$ cat src/rtl/ser_port_pkg.sv
package ser_port_pkg;

    typedef enum logic [1:0] {
        ST_IDLE = 2'd0,
        ST_READ = 2'd1,
        ST_DONE = 2'd2
    } rd_state_t;

endpackage

$ cat src/rtl/ser_sync.sv
module ser_sync #(
    parameter int            N   = 4,
    parameter logic [N-1:0]  RST = '0
) (
    input  logic         clk,
    input  logic         rst_n,
    input  logic [N-1:0] d,
    output logic [N-1:0] q
);

    for (genvar i = 0; i < N; i++) begin : g_bit
        logic meta_q;
        logic stab_q;

        always_ff @(posedge clk or negedge rst_n) begin
            if (!rst_n) begin
                meta_q <= RST[i];
                stab_q <= RST[i];
            end else begin
                meta_q <= d[i];
                stab_q <= meta_q;
            end
        end

        assign q[i] = stab_q;
    end

endmodule

$ cat src/rtl/ser_edge.sv
module ser_edge (
    input  logic clk,
    input  logic rst_n,
    input  logic lvl,
    input  logic inv,
    output logic shift_p,
    output logic capt_p
);

    logic prev_q;
    logic rise;
    logic fall;

    always_ff @(posedge clk or negedge rst_n) begin
        if (!rst_n) prev_q <= 1'b0;
        else        prev_q <= lvl;
    end

    assign rise = lvl & ~prev_q;
    assign fall = ~lvl & prev_q;

    always_comb begin
        if (inv) begin
            shift_p = fall;
            capt_p  = rise;
        end else begin
            shift_p = rise;
            capt_p  = fall;
        end
    end

endmodule

$ cat src/rtl/ser_ctrl.sv
module ser_ctrl
    import ser_port_pkg::*;
#(
    parameter int W  = 16,
    localparam int CW = $clog2(W + 1)
) (
    input  logic          clk,
    input  logic          rst_n,
    input  logic          en,
    input  logic          shift_p,
    input  logic          capt_p,
    input  logic          conv_done,
    input  logic          conv_busy,
    output logic          load,
    output logic          shift_do,
    output logic          capt_do,
    output logic          err,
    output rd_state_t     state,
    output logic [CW-1:0] cnt
);

    localparam logic [CW-1:0] LAST = CW'(W - 1);

    rd_state_t st_q, st_d;
    logic [CW-1:0] cnt_q;
    logic during_q;
    logic err_q;
    logic err_set;

    // state register
    always_ff @(posedge clk or negedge rst_n) begin
        if (!rst_n) st_q <= ST_IDLE;
        else        st_q <= st_d;
    end

    // outputs of the current state
    always_comb begin
        load     = 1'b0;
        err_set  = 1'b0;
        shift_do = 1'b0;
        capt_do  = 1'b0;
        unique case (st_q)
            ST_IDLE: begin
                load = conv_done;
            end
            ST_READ: begin
                err_set  = conv_done;
                shift_do = en & shift_p;
                capt_do  = en & capt_p & ~during_q & (cnt_q != '0);
            end
            ST_DONE: begin
                load     = conv_done;
                shift_do = en & shift_p & ~conv_done;
                capt_do  = en & capt_p & ~during_q & ~conv_done;
            end
            default: ;
        endcase
    end

    // transitions: START, FINISH, RELEASE, RELOAD
    always_comb begin
        st_d = st_q;
        unique case (st_q)
            ST_IDLE: if (en) st_d = ST_READ;
            ST_READ: begin
                if (!en)                             st_d = ST_IDLE;
                else if (shift_do && cnt_q == LAST)  st_d = ST_DONE;
            end
            ST_DONE: begin
                if (!en || load) st_d = ST_IDLE;
            end
            default: st_d = ST_IDLE;
        endcase
    end

    always_ff @(posedge clk or negedge rst_n) begin
        if (!rst_n) begin
            cnt_q    <= '0;
            during_q <= 1'b0;
            err_q    <= 1'b0;
        end else begin
            err_q <= err_set;
            if (st_q == ST_IDLE) begin
                cnt_q <= '0;
                if (en) during_q <= conv_busy;
            end else if (st_q == ST_READ && shift_do) begin
                cnt_q <= cnt_q + CW'(1);
            end
        end
    end

    assign err   = err_q;
    assign state = st_q;
    assign cnt   = cnt_q;

endmodule

$ cat src/rtl/ser_daisy_port.sv
module ser_daisy_port
    import ser_port_pkg::*;
#(
    parameter int W = 16
) (
    input  logic         clk,
    input  logic         rst_n,
    input  logic         sclk_in,
    input  logic         cs_n,
    input  logic         rd_n,
    input  logic         clk_inv,
    input  logic         sdin,
    input  logic         conv_busy,
    input  logic         conv_done,
    input  logic [W-1:0] result,
    output logic         sdout,
    output logic         sdout_oe,
    output logic         rd_err
);

    localparam int CW = $clog2(W + 1);

    logic [3:0]    raw;
    logic [3:0]    syn;
    logic          sclk_s, cs_s, rd_s, sdin_s;
    logic          en;
    logic          shift_p, capt_p;
    logic          load, shift_do, capt_do;
    rd_state_t     st;
    logic [CW-1:0] cnt;
    logic [W-1:0]  sr_q;

    assign raw = {sdin, rd_n, cs_n, sclk_in};

    ser_sync #(.N(4), .RST(4'b0110)) sync_i (
        .clk   (clk),
        .rst_n (rst_n),
        .d     (raw),
        .q     (syn)
    );

    assign sclk_s = syn[0];
    assign cs_s   = syn[1];
    assign rd_s   = syn[2];
    assign sdin_s = syn[3];
    assign en     = ~(cs_s | rd_s);

    ser_edge edge_i (
        .clk     (clk),
        .rst_n   (rst_n),
        .lvl     (sclk_s),
        .inv     (clk_inv),
        .shift_p (shift_p),
        .capt_p  (capt_p)
    );

    ser_ctrl #(.W(W)) ctrl_i (
        .clk       (clk),
        .rst_n     (rst_n),
        .en        (en),
        .shift_p   (shift_p),
        .capt_p    (capt_p),
        .conv_done (conv_done),
        .conv_busy (conv_busy),
        .load      (load),
        .shift_do  (shift_do),
        .capt_do   (capt_do),
        .err       (rd_err),
        .state     (st),
        .cnt       (cnt)
    );

    always_ff @(posedge clk or negedge rst_n) begin
        if (!rst_n) begin
            sr_q <= '0;
        end else if (load) begin
            sr_q <= result;
        end else if (shift_do) begin
            sr_q <= {sr_q[W-2:0], 1'b0};
        end else if (capt_do) begin
            sr_q[0] <= sdin_s;
        end
    end

    assign sdout    = sr_q[W-1];
    assign sdout_oe = en;

endmodule

$ cat config.mk
export PLATFORM = sky130hd
export DESIGN_NAME = ser_daisy_port
export DESIGN_NICKNAME = d
export VERILOG_FILES = /design/src/rtl/ser_port_pkg.sv /design/src/rtl/ser_sync.sv /design/src/rtl/ser_edge.sv /design/src/rtl/ser_ctrl.sv /design/src/rtl/ser_daisy_port.sv
export SDC_FILE = /design/constraint.sdc
export NUM_CORES = 1
export LEC_CHECK = 0
export BUFFER_PORTS_ARGS = -buffer_cell sky130_fd_sc_hd__buf_4
export CAP_MARGIN = 5
export CORE_UTILIZATION = 45
export DETAILED_ROUTE_END_ITERATION = 16
export PLACE_DENSITY_LB_ADDON = 0.05
export SYNTH_ARGS = -nofsm -noshare
export SYNTH_HDL_FRONTEND = slang
export SYNTH_SLANG_ARGS = --single-unit
$ cat constraint.sdc
create_clock -name clk -period 5.4 [get_ports clk]
set_input_delay 1.35 -clock clk [delete_from_list [all_inputs] [get_ports clk]]
set_output_delay 1.35 -clock clk [all_outputs]
set_load 0.02 [all_outputs]
# Word level (Yosys, flattened, before mapping)
# Cells that the tools add are included.
[op_classes]
n_addsub = 1
n_eq_ne = 6
muxes = 17
n_bitwise = 14
reduce_logical = 11
[ops]
columns = ["cell", "count"]
rows = [
  ["2-to-1 mux 16 bit", 1],
  ["2-to-1 mux 15 bit", 1],
  ["2-to-1 mux 5 bit", 2],
  ["AND 1 bit", 8],
  ["2-to-1 mux 2 bit", 4],
  ["2-to-1 mux 1 bit", 6],
  ["case mux 2 bit (3 select lines)", 1],
  ["adder 5 x 1 -> 5 bit, second input constant", 1],
  ["== test 5 x 4 -> 1 bit, second input constant", 1],
  ["inverter 1 bit", 5],
  ["nonzero test 5 bit", 1],
  ["case mux 1 bit (2 select lines)", 2],
  ["nonzero test 2 bit", 2],
  ["!= test 3 x 2 -> 1 bit, second input constant", 1],
  ["AND reduction 3 bit", 1],
  ["nonzero test 3 bit", 1],
  ["== test 2 x 1 -> 1 bit, second input constant", 1],
  ["== test 2 bit, second input constant", 1],
  ["logical AND 1 bit", 2],
  ["zero test 2 bit", 1],
  ["!= test 2 x 1 -> 1 bit, second input constant", 1],
  ["!= test 2 bit, second input constant", 1],
  ["AND reduction 2 bit", 1],
  ["OR reduction 2 bit", 1],
  ["other kinds (2)", 2],
]
[totals]
register_bits = 34
inputBits = 25
out_inout_bits = 3

# Logic depth before layout (Yosys ltp)
# Gate-level depths: netlist of the first run.
[depth]
word_depth = 10
mapped_depth = 7
mapped_depth_nobuf = 6

# Hierarchy
# Synthesis of the first run repeated with hierarchy kept, for this count alone.
[unflattened]
hier_cells = 150
hier_area_um2 = 1649.1
[by_module_without_submodules]
columns = ["mod", "instances", "cells_per_inst", "area_each_um2", "seq_area_each_um2"]
rows = [
  ["ser_daisy_port", 1, 70, 750.7, 400.4],
  ["ser_ctrl", 1, 63, 604.3, 225.2],
  ["ser_sync", 1, 12, 235.2, 205.2],
  ["ser_edge", 1, 5, 58.8, 25.0],
]

# Worst setup path after synthesis of the first run
# No wires, ideal clock.
[synth_path]
path_kind = "in2reg"
from = "input clk_inv"
to = "register ctrl_i.cnt_q[4], in the netlist ctrl_i.cnt[4]"
t_arrival_ns = 2.225
t_required_ns = 5.304
setup_slack_ns = 3.080
path_stages = 5
n_path_buf = 1
path_cell_list = "nor3b_4 > o221a_2 > buf_6 > a21oi_2 > a311oi_2"
[synth_between]
elab_chain_cells = 6
[synth_lines]
columns = ["item", "line", "source"]
rows = [
  ["from (decl)", "ser_daisy_port.sv:11", "input logic clk_inv,"],
  ["2-to-1 mux 1 bit (*)", "ser_edge.sv:23", "if (inv) begin"],
  ["AND 1 bit (*)", "ser_ctrl.sv:48, ser_ctrl.sv:53", ""],
  ["AND 1 bit", "ser_ctrl.sv:53", "shift_do = en & shift_p & ~conv_done;"],
  ["case mux 1 bit (2 select lines) (*)", "ser_ctrl.sv:42", "unique case (st_q)"],
  ["logical AND 1 bit (*)", "ser_ctrl.sv:86", "end else if (st_q == ST_READ && shift_do) begin"],
  ["nonzero test 2 bit (no line) (*)", "n/a", ""],
  ["to (signal assigned)", "ser_ctrl.sv:87", "cnt_q <= cnt_q + CW'(1);"],
  ["to (decl)", "ser_ctrl.sv:25", "logic [CW-1:0] cnt_q;"],
]
# Every way passes the cells marked *; elsewhere a longest branch is shown, timed or not.
# A chain may end at the register's enable or synchronous reset.

# Final worst setup path of the first run
[layout_path]
from = "register sync_i.g_bit[2].stab_q"
to = "output sdout_oe"
[layout_between]
elab_chain_cells = 2
[layout_lines]
columns = ["item", "line", "source"]
rows = [
  ["from (decl)", "ser_sync.sv:13", "logic stab_q;"],
  ["from (signal assigned)", "ser_sync.sv:18", "stab_q <= RST[i];"],
  ["from (signal assigned)", "ser_sync.sv:21", "stab_q <= meta_q;"],
  ["bitwise OR 1 bit", "ser_daisy_port.sv:46", "assign en = ~(cs_s | rd_s);"],
  ["inverter 1 bit (no line)", "n/a", ""],
  ["to (decl)", "ser_daisy_port.sv:17", "output logic sdout_oe,"],
]
# Every way passes these cells.

==> flow_metrics.tcl, run 1 <==
set metrics [dict create \
    synthToLayoutAreaGrowth_pct 17.02 \
    pwr-share-clk 0.195 \
    comb_power_share 0.301 \
    synth_nets 195 \
    worstRegToRegCells 6 \
    status "complete, no violations" \
    first_global_vias 1196 \
    drt_iter0_drc 44 \
    fin_tns_setup_ps 0 \
    grt_pass1_wl_um 5602 \
    synth.yosys.seq_area_share 0.5221 \
    power.net_switching_mw 0.2440 \
    synth_largest_type_area_fraction 0.4580 \
    final-setup-viol-count 0 \
    floorplan.initialDensity 0.4799 \
    power.density_cell_area_nw_per_um2 382.0 \
    r2r_setup_slack_ps 3050 \
    cap_violations 0 \
    irDropWorstVdd_uv 247.4 \
    hold_path_start "sync_i.g_bit[2].meta_q$_DFF_PN1_" \
    die-area_um2 3888 \
    whs_path_depth 0 \
    drc_errors 0 \
    worst_hold_path_type "reg2reg" \
    dieHeight_um 62.35 \
    utilization 0.5615 \
    finish.net_count 221 \
    floorplan.rows 21 \
    worstMarginPinSlew_ps 1148 \
    chipWidth_um 62.35 \
    reg2reg_to "sr_q[0]$_DFFE_PN0P_" \
    gp_congestion 0.8717 \
    swShare 0.3329 \
    synth-edff-count 0 \
    cts.path.max_buffers 2 \
    final_setup_skew_ps 3.360 \
    cell_type_with_the_highest_aggregate_area_in_the_netlist "sky130_fd_sc_hd__dfrtp_1" \
    detail_routed_net_length_per_standard_cell_um 12.96 \
    min_to "sync_i.g_bit[2].stab_q$_DFF_PN1_" \
    power_report.internal_total_mw 0.4888 \
    worstSetupStartpointType "register" \
    syn_avg_cell_area_um2 10.06 \
    routed_via_count 1226 \
    timing.setup.critical_path_class "reg2out" \
    core_area_um2 3416 \
    leading_post_synthesis_cells_by_instance_count "sky130_fd_sc_hd__nand2_1, sky130_fd_sc_hd__dfrtp_1, sky130_fd_sc_hd__nor2_1" \
    synth_cell_type_count 41 \
    rsz0062_at_grt "no" \
    critical_path_fanouts_max 6 \
    netlist_area_um2 1639 \
    yosysMostFrequentCell "sky130_fd_sc_hd__nand2_1" \
    finalWorstPathRequiredPeriod_ps 2614 \
    r2r_start "ctrl_i.state[0]$_DFFE_PN0P_" \
    ys_warn_count 0 \
    clkSinkCount 34 \
    final_min_period_over_clock_period 0.4841 \
    antenna_violating_nets_post_route 0 \
    post_synth_inst_count 163 \
    cts_hold_repair.buffers 0 \
    grt_remaining_overflow 0 \
    htree_num_levels 2 \
    post_cts_resize_count 0 \
    dp_hpwl_um 2149 \
    hold_viol 0 \
    maxSlewHeadroom 0.2344 \
    cts_setup_buffers 0 \
    n_fill_cell 332 \
    timing.critical_path.arrival_ps 1260 \
    total_leakage_power_nw 0.9061 \
    clk_latency_ps 320 \
    grt_max_degree 35 \
    report.power.total_mw 0.7327 \
    synthArstFlopShare 1.000 \
    clk_pin_slew_ps 90 \
    antenna_found_initial 0 \
    drt_wl_total_um 3059 \
    pwr-share-seq 0.504 \
    drt-vias-per-instance 5.195 \
    io-pin-count 28 \
    timing_max_transition_violations_final 0 \
    layout-drive-gt1-share 0.2526 \
    synth_seq_cells 34 \
    cts-buffers-inserted 5 \
    synth_top_flop_cell "sky130_fd_sc_hd__dfrtp_1" \
    netlist_top_cells_area "sky130_fd_sc_hd__dfrtp_1, sky130_fd_sc_hd__nand2_1, sky130_fd_sc_hd__dfstp_2, sky130_fd_sc_hd__a31oi_1, sky130_fd_sc_hd__ha_1" \
    setup.worst_path.end_class "primary output" \
    track_usage 0.1808 \
    ctsRootBufferMaster "sky130_fd_sc_hd__clkbuf_4" \
    portBuffers 27 \
    tritoncts "done" \
    drt-pass1-iter-count 4 \
    cp.required_ps 4050 \
    fmax_mhz 382.5 \
    num_antenna_cells 0 \
]
==> cell usage in the layout (no fill, tap or decap), types with 2 or more instances in the layout <==
cell type | synthesis | routed
sky130_fd_sc_hd__o21ai_0 | 3 | 3
sky130_fd_sc_hd__ha_1 | 7 | 7
sky130_fd_sc_hd__a31oi_1 | 16 | 16
sky130_fd_sc_hd__a21oi_1 | 3 | 3
sky130_fd_sc_hd__clkbuf_4 | 0 | 5
sky130_fd_sc_hd__nand3_1 | 3 | 3
sky130_fd_sc_hd__a21boi_0 | 2 | 2
sky130_fd_sc_hd__buf_4 | 1 | 27
sky130_fd_sc_hd__mux2i_1 | 2 | 2
sky130_fd_sc_hd__inv_1 | 6 | 6
sky130_fd_sc_hd__dfrtp_1 | 30 | 30
sky130_fd_sc_hd__nand2_1 | 34 | 34
sky130_fd_sc_hd__nor2_1 | 19 | 19
sky130_fd_sc_hd__dfstp_2 | 4 | 4
sky130_fd_sc_hd__nor3b_4 | 2 | 2
==> sequential cells by signal (all words and copies together), names as in the netlist <==
signal,count
sync_i.g_bit.stab_q,4
ctrl_i.state,2
ctrl_i.during_q,1
ctrl_i.err,1
sync_i.g_bit.meta_q,4
sr_q,16
ctrl_i.cnt,5
edge_i.prev_q,1
==> layer usage <==
metal	routed length (µm)	up-vias	global-route usage
met4	16	0	0.06105
met1	1506	587	0.2434
met2	1425	20	0.2898
met3	111	3	0.03860
li1	-	616	-
met5	0	-	0
==> how the worst max path moves through the flow <==
| stage | startpoint | endpoint | slack, ps | depth (start not counted) |
|---|---|---|---|---|
| after detailed placement | clk_inv | sr_q[4]$_DFFE_PN0P_ | 2640 | 5 |
| after CTS | sync_i.g_bit[2].stab_q$_DFF_PN1_ | sdout_oe | 2770 | 2 |
| after global placement | clk_inv | ctrl_i.cnt[4]$_DFFE_PN0P_ | 2700 | 5 |
| final | sync_i.g_bit[2].stab_q$_DFF_PN1_ | sdout_oe | 2790 | 2 |
| after floorplan | clk_inv | ctrl_i.cnt[4]$_DFFE_PN0P_ | 3080 | 5 |
| after global routing | sync_i.g_bit[2].stab_q$_DFF_PN1_ | sdout_oe | 2690 | 2 |
==> through the flow <==
stage | setup WS, ps | area (µm²) | instances | hold WS, ps
6_report | 2786 | 1918 | 236 | 362.4
5_1_grt | 2692 | 1918 | 236 | 367.0
4_1_cts | 2771 | 1918 | 236 | 364.3
3_5_place_dp | 2643 | 1858 | 228 | 349.0
3_3_place_gp | 2699 | 1858 | 228 | 343.3
2_1_floorplan | 3080 | 1639 | 163 | 331.2
==> logic make-up after synthesis <==
family,after synthesis,share of synthesized area
compound gates,35,0.1557
flops,34,0.5221
mux,3,0.01908
xor+xnor,2,0.01069
fa+ha+maj,7,0.05343
buf+inv,14,0.04122
simple gates,68,0.1977
==> critical path, stage by stage, from the launching register on <==
cell and delay, ps:
sky130_fd_sc_hd__dfstp_2 400, sky130_fd_sc_hd__nor2_1 330, sky130_fd_sc_hd__buf_4 220
==> cell type report <==
class	instances	area, µm²	share of cell area
clock buffers	7	55.05	0.02870
clock inverters	1	5.005	0.002609
inverters	6	22.52	0.01174
multi-input cells	115	719.4	0.3751
flip-flops and latches	34	855.8	0.4462
well taps	46	57.56	0.03001
repair buffers	27	202.7	0.1057
==> power groups by stage <==
stage          clock network [mW]  logic [mW]  registers, mW
2_1_floorplan                   0       0.158          0.370
6_report                    0.143       0.221          0.369
5_1_grt                     0.163       0.249          0.380
3_3_place_gp                    0       0.212          0.374
3_5_place_dp                    0       0.222          0.374
4_1_cts                     0.151       0.223          0.370
Note: power is estimated with default switching activity, not from simulation.
==> run 2: changes to the inputs <==
--- a/config.mk
+++ b/config.mk
@@ -5,6 +5,7 @@
 export SDC_FILE = /design/constraint.sdc
 export NUM_CORES = 1
 export LEC_CHECK = 0
+export ABC_AREA = 1
 export BUFFER_PORTS_ARGS = -buffer_cell sky130_fd_sc_hd__buf_4
 export CAP_MARGIN = 5
 export CORE_UTILIZATION = 45
==> constraint.sdc (replaced) <==
create_clock -name clk -period 2.6 [get_ports clk]
set_input_delay 0.65 -clock clk [delete_from_list [all_inputs] [get_ports clk]]
set_output_delay 0.65 -clock clk [all_outputs]
set_load 0.02 [all_outputs]
==> run 2 against run 1 <==
Against the previous run:
- cell area grew 4.7%
- combinational power increased to 2.8 times the previous value
- synthesized cell count rose by 20%
- register-to-register slack worse by 2200 ps
- hold slack got worse by 57 ps
- count of clock-buffer cells in the layout grew 1
- first-iteration DRC count up 39%
- wire length up 3.4%
==> flow_metrics.tcl, run 2 <==
set metrics [dict create \
    status "complete, no violations" \
    synth.yosys.seq_area_share 0.5074 \
    setup.worst_path.end_class "register" \
    largest_register_ff_count 16 \
    layout-drive-gt1-share 0.2203 \
    grt_max_degree 35 \
    postPlaceCellArea_um2 1918 \
    rsz0062_at_grt "no" \
    yosysMostFrequentCell "sky130_fd_sc_hd__nand2_1" \
    floorplan.initialDensity 0.4863 \
    finalWorstPathRequiredPeriod_ps 1742 \
    largest_register "sr_q" \
    die-area_um2 3997 \
    post_synth_inst_count 195 \
    reg2reg_to "ctrl_i.cnt[4]$_DFFE_PN0P_" \
    synth_cell_type_count 25 \
    timing.setup.critical_path_class "reg2reg" \
    dp_hpwl_um 2266 \
    worstMarginPinSlew_ps 409.4 \
    clk_latency_ps 280 \
    synth_seq_cells 34 \
    leading_post_synthesis_cells_by_instance_count "sky130_fd_sc_hd__nand2_1, sky130_fd_sc_hd__nand3_1, sky130_fd_sc_hd__dfrtp_1" \
    cts-buffers-inserted 5 \
    synth_nets 227 \
    worst_hold_path_type "in2async" \
    final_setup_skew_ps 7.883 \
    first_global_vias 1388 \
    critical_path_fanouts_max 17 \
    tritoncts "done" \
    syn_avg_cell_area_um2 8.649 \
    grt_remaining_overflow 0 \
    htree_num_levels 2 \
    synth_largest_type_area_fraction 0.4451 \
    cpLargestDelayFamily "simple AND/OR/NAND/NOR gates" \
    leading_cell_types_in_the_layout_fill_and_taps_excluded "sky130_fd_sc_hd__nand2_1, sky130_fd_sc_hd__nand3_1, sky130_fd_sc_hd__dfrtp_1" \
    critPathMostFrequentCell "sky130_fd_sc_hd__nand2_2" \
    cts_setup_buffers 0 \
    multiInputGateArea_um2 720.7 \
    num_antenna_cells 0 \
    maxSlewHeadroom 0.7271 \
    antenna_found_initial 0 \
    timing.critical_path.arrival_ps 1940 \
    drt-pass1-iter-count 4 \
    worstSetupStartpointType "register" \
    synthToLayoutAreaGrowth_pct 19.07 \
    critical_path.n_buffers_inverters 1 \
    grt_pass1_wl_um 5927 \
    detail_routed_net_length_per_standard_cell_um 11.59 \
    irDropWorstVdd_uv 476.3 \
    layout_setup_ws_ps 857.8 \
    cp.required_ps 2800 \
    timing_max_transition_violations_final 0 \
    routed_via_count 1319 \
    hold_viol 0 \
    drc_errors 0 \
    antenna_violating_nets_post_route 0 \
    chipWidth_um 63.22 \
    floorplan.rows 21 \
    drt-vias-per-instance 4.832 \
    final-setup-viol-count 0 \
    setup.worst_path.end "ctrl_i.cnt[4]$_DFFE_PN0P_" \
    critical_path_depth 10 \
    gp_congestion 0.8214 \
    n_fill_cell 322 \
    critical-path-slowest-cell "sky130_fd_sc_hd__dfrtp_1" \
    ctsRootBufferMaster "sky130_fd_sc_hd__clkbuf_8" \
    crit_chain "inv_1, ha_1, nand2_2, nand2_2, nand2_2, nor2_8, nand2_2, nand2_4, nand2_1, o21ai_1" \
    synth_top_flop_cell "sky130_fd_sc_hd__dfrtp_1" \
    netlist_top_cells_area "sky130_fd_sc_hd__dfrtp_1, sky130_fd_sc_hd__nand2_1, sky130_fd_sc_hd__nand3_1, sky130_fd_sc_hd__dfstp_2, sky130_fd_sc_hd__ha_1" \
    r2r_start "ctrl_i.state[0]$_DFFE_PN0P_" \
    track_usage 0.1915 \
    r2r_setup_slack_ps 860 \
    total_leakage_power_nw 1.039 \
    io-pin-count 28 \
    finish.net_count 258 \
    dieHeight_um 63.22 \
    core_area_um2 3468 \
    place_worst_setup_slack_ps 814.9 \
    netlist_area_um2 1687 \
    most_frequent_standard_cell_in_the_layout_excluding_fill_and_tap_cells "sky130_fd_sc_hd__nand2_1" \
    fin_tns_setup_ps 0 \
    drt_wl_total_um 3163 \
    drt_iter0_drc 61 \
    clk_pin_slew_ps 70 \
    final_min_period_over_clock_period 0.6701 \
    dp.cells 265 \
    ys_warn_count 0 \
    stdcell_area_um2 2008 \
    post_cts_resize_count 0 \
    cell_type_with_the_highest_aggregate_area_in_the_netlist "sky130_fd_sc_hd__dfrtp_1" \
    cap_violations 0 \
    worstRegToRegCells 10 \
    power.density_cell_area_nw_per_um2 888.1 \
    clkSinkCount 34 \
    fmax_mhz 574.0 \
    cp_slowest_stage_delay_ps 390 \
    worst_setup_path_startpoint "ctrl_i.state[0]$_DFFE_PN0P_" \
    report.power.total_mw 1.784 \
    cts_hold_repair.buffers 0 \
    layout.cells.non_filler 273 \
    whs_ps 305.3 \
    regArea_um2 855.8 \
    portBuffers 27 \
    synth-edff-count 0 \
    synthArstFlopShare 1.000 \
    utilization 0.5790 \
    cts.path.max_buffers 2 \
]
==> run 2: final cells by class <==
cell class,instances,area share
Clock buffer,8,0.04486
Inverter,19,0.03676
Multi-Input combinational cell,138,0.3589
Sequential cell,34,0.4262
Tap cell,46,0.02866
Timing Repair Buffer,28,0.1047
==> run 2: worst reg2reg max path, stage by stage, from the launching register on <==
cell,delay (ps)
sky130_fd_sc_hd__dfrtp_1,390
sky130_fd_sc_hd__inv_1,110
sky130_fd_sc_hd__ha_1,280
sky130_fd_sc_hd__nand2_2,110
sky130_fd_sc_hd__nand2_2,70
sky130_fd_sc_hd__nand2_2,80
sky130_fd_sc_hd__nor2_8,270
sky130_fd_sc_hd__nand2_2,120
sky130_fd_sc_hd__nand2_4,100
sky130_fd_sc_hd__nand2_1,60
sky130_fd_sc_hd__o21ai_1,70
==> run 2: worst min path at each step <==
stage	start	endpoint	slack, ps	cells past startpoint
2_1_floorplan	sync_i.g_bit[0].meta_q$_DFF_PN0_	sync_i.g_bit[0].stab_q$_DFF_PN0_	330	0
3_3_place_gp	sync_i.g_bit[3].meta_q$_DFF_PN0_	sync_i.g_bit[3].stab_q$_DFF_PN0_	340	0
3_5_place_dp	sync_i.g_bit[0].meta_q$_DFF_PN0_	sync_i.g_bit[0].stab_q$_DFF_PN0_	340	0
4_1_cts	rst_n	sync_i.g_bit[3].stab_q$_DFF_PN0_	320	1
5_1_grt	rst_n	sr_q[2]$_DFFE_PN0P_	330	1
6_report	rst_n	sr_q[0]$_DFFE_PN0P_	310	1
==> run 2: cell families (layout without fill, tap and decap cells) <==
kind of cell             Yosys count  in the layout  synth area share
buffers and inverters             23             55           0.06528
XOR/XNOR                           1              1          0.005194
AND/OR/NAND/NOR                  121            121            0.3338
adder cells (fa/ha/maj)            7              7           0.05193
AO/OA/AOI/OAI                      9              9           0.03636
flip-flops                        34             34            0.5074
==> run 2: where the power goes <==
group	total (mW)	switching, mW	internal [mW]	leakage [nW]
combinational	0.628	0.399	0.229	0.576
sequential	0.765	0.0798	0.685	0.418
clock	0.390	0.174	0.216	0.0455
==> run 2: routing by layer <==
| metal | part of all wire | track usage |
|---|---|---|
| met1 | 0.49 | 0.2529 |
| met2 | 0.45 | 0.3065 |
| met3 | 0.047 | 0.05072 |
| met4 | 0.012 | 0.05966 |
| met5 | 0 | 0 |
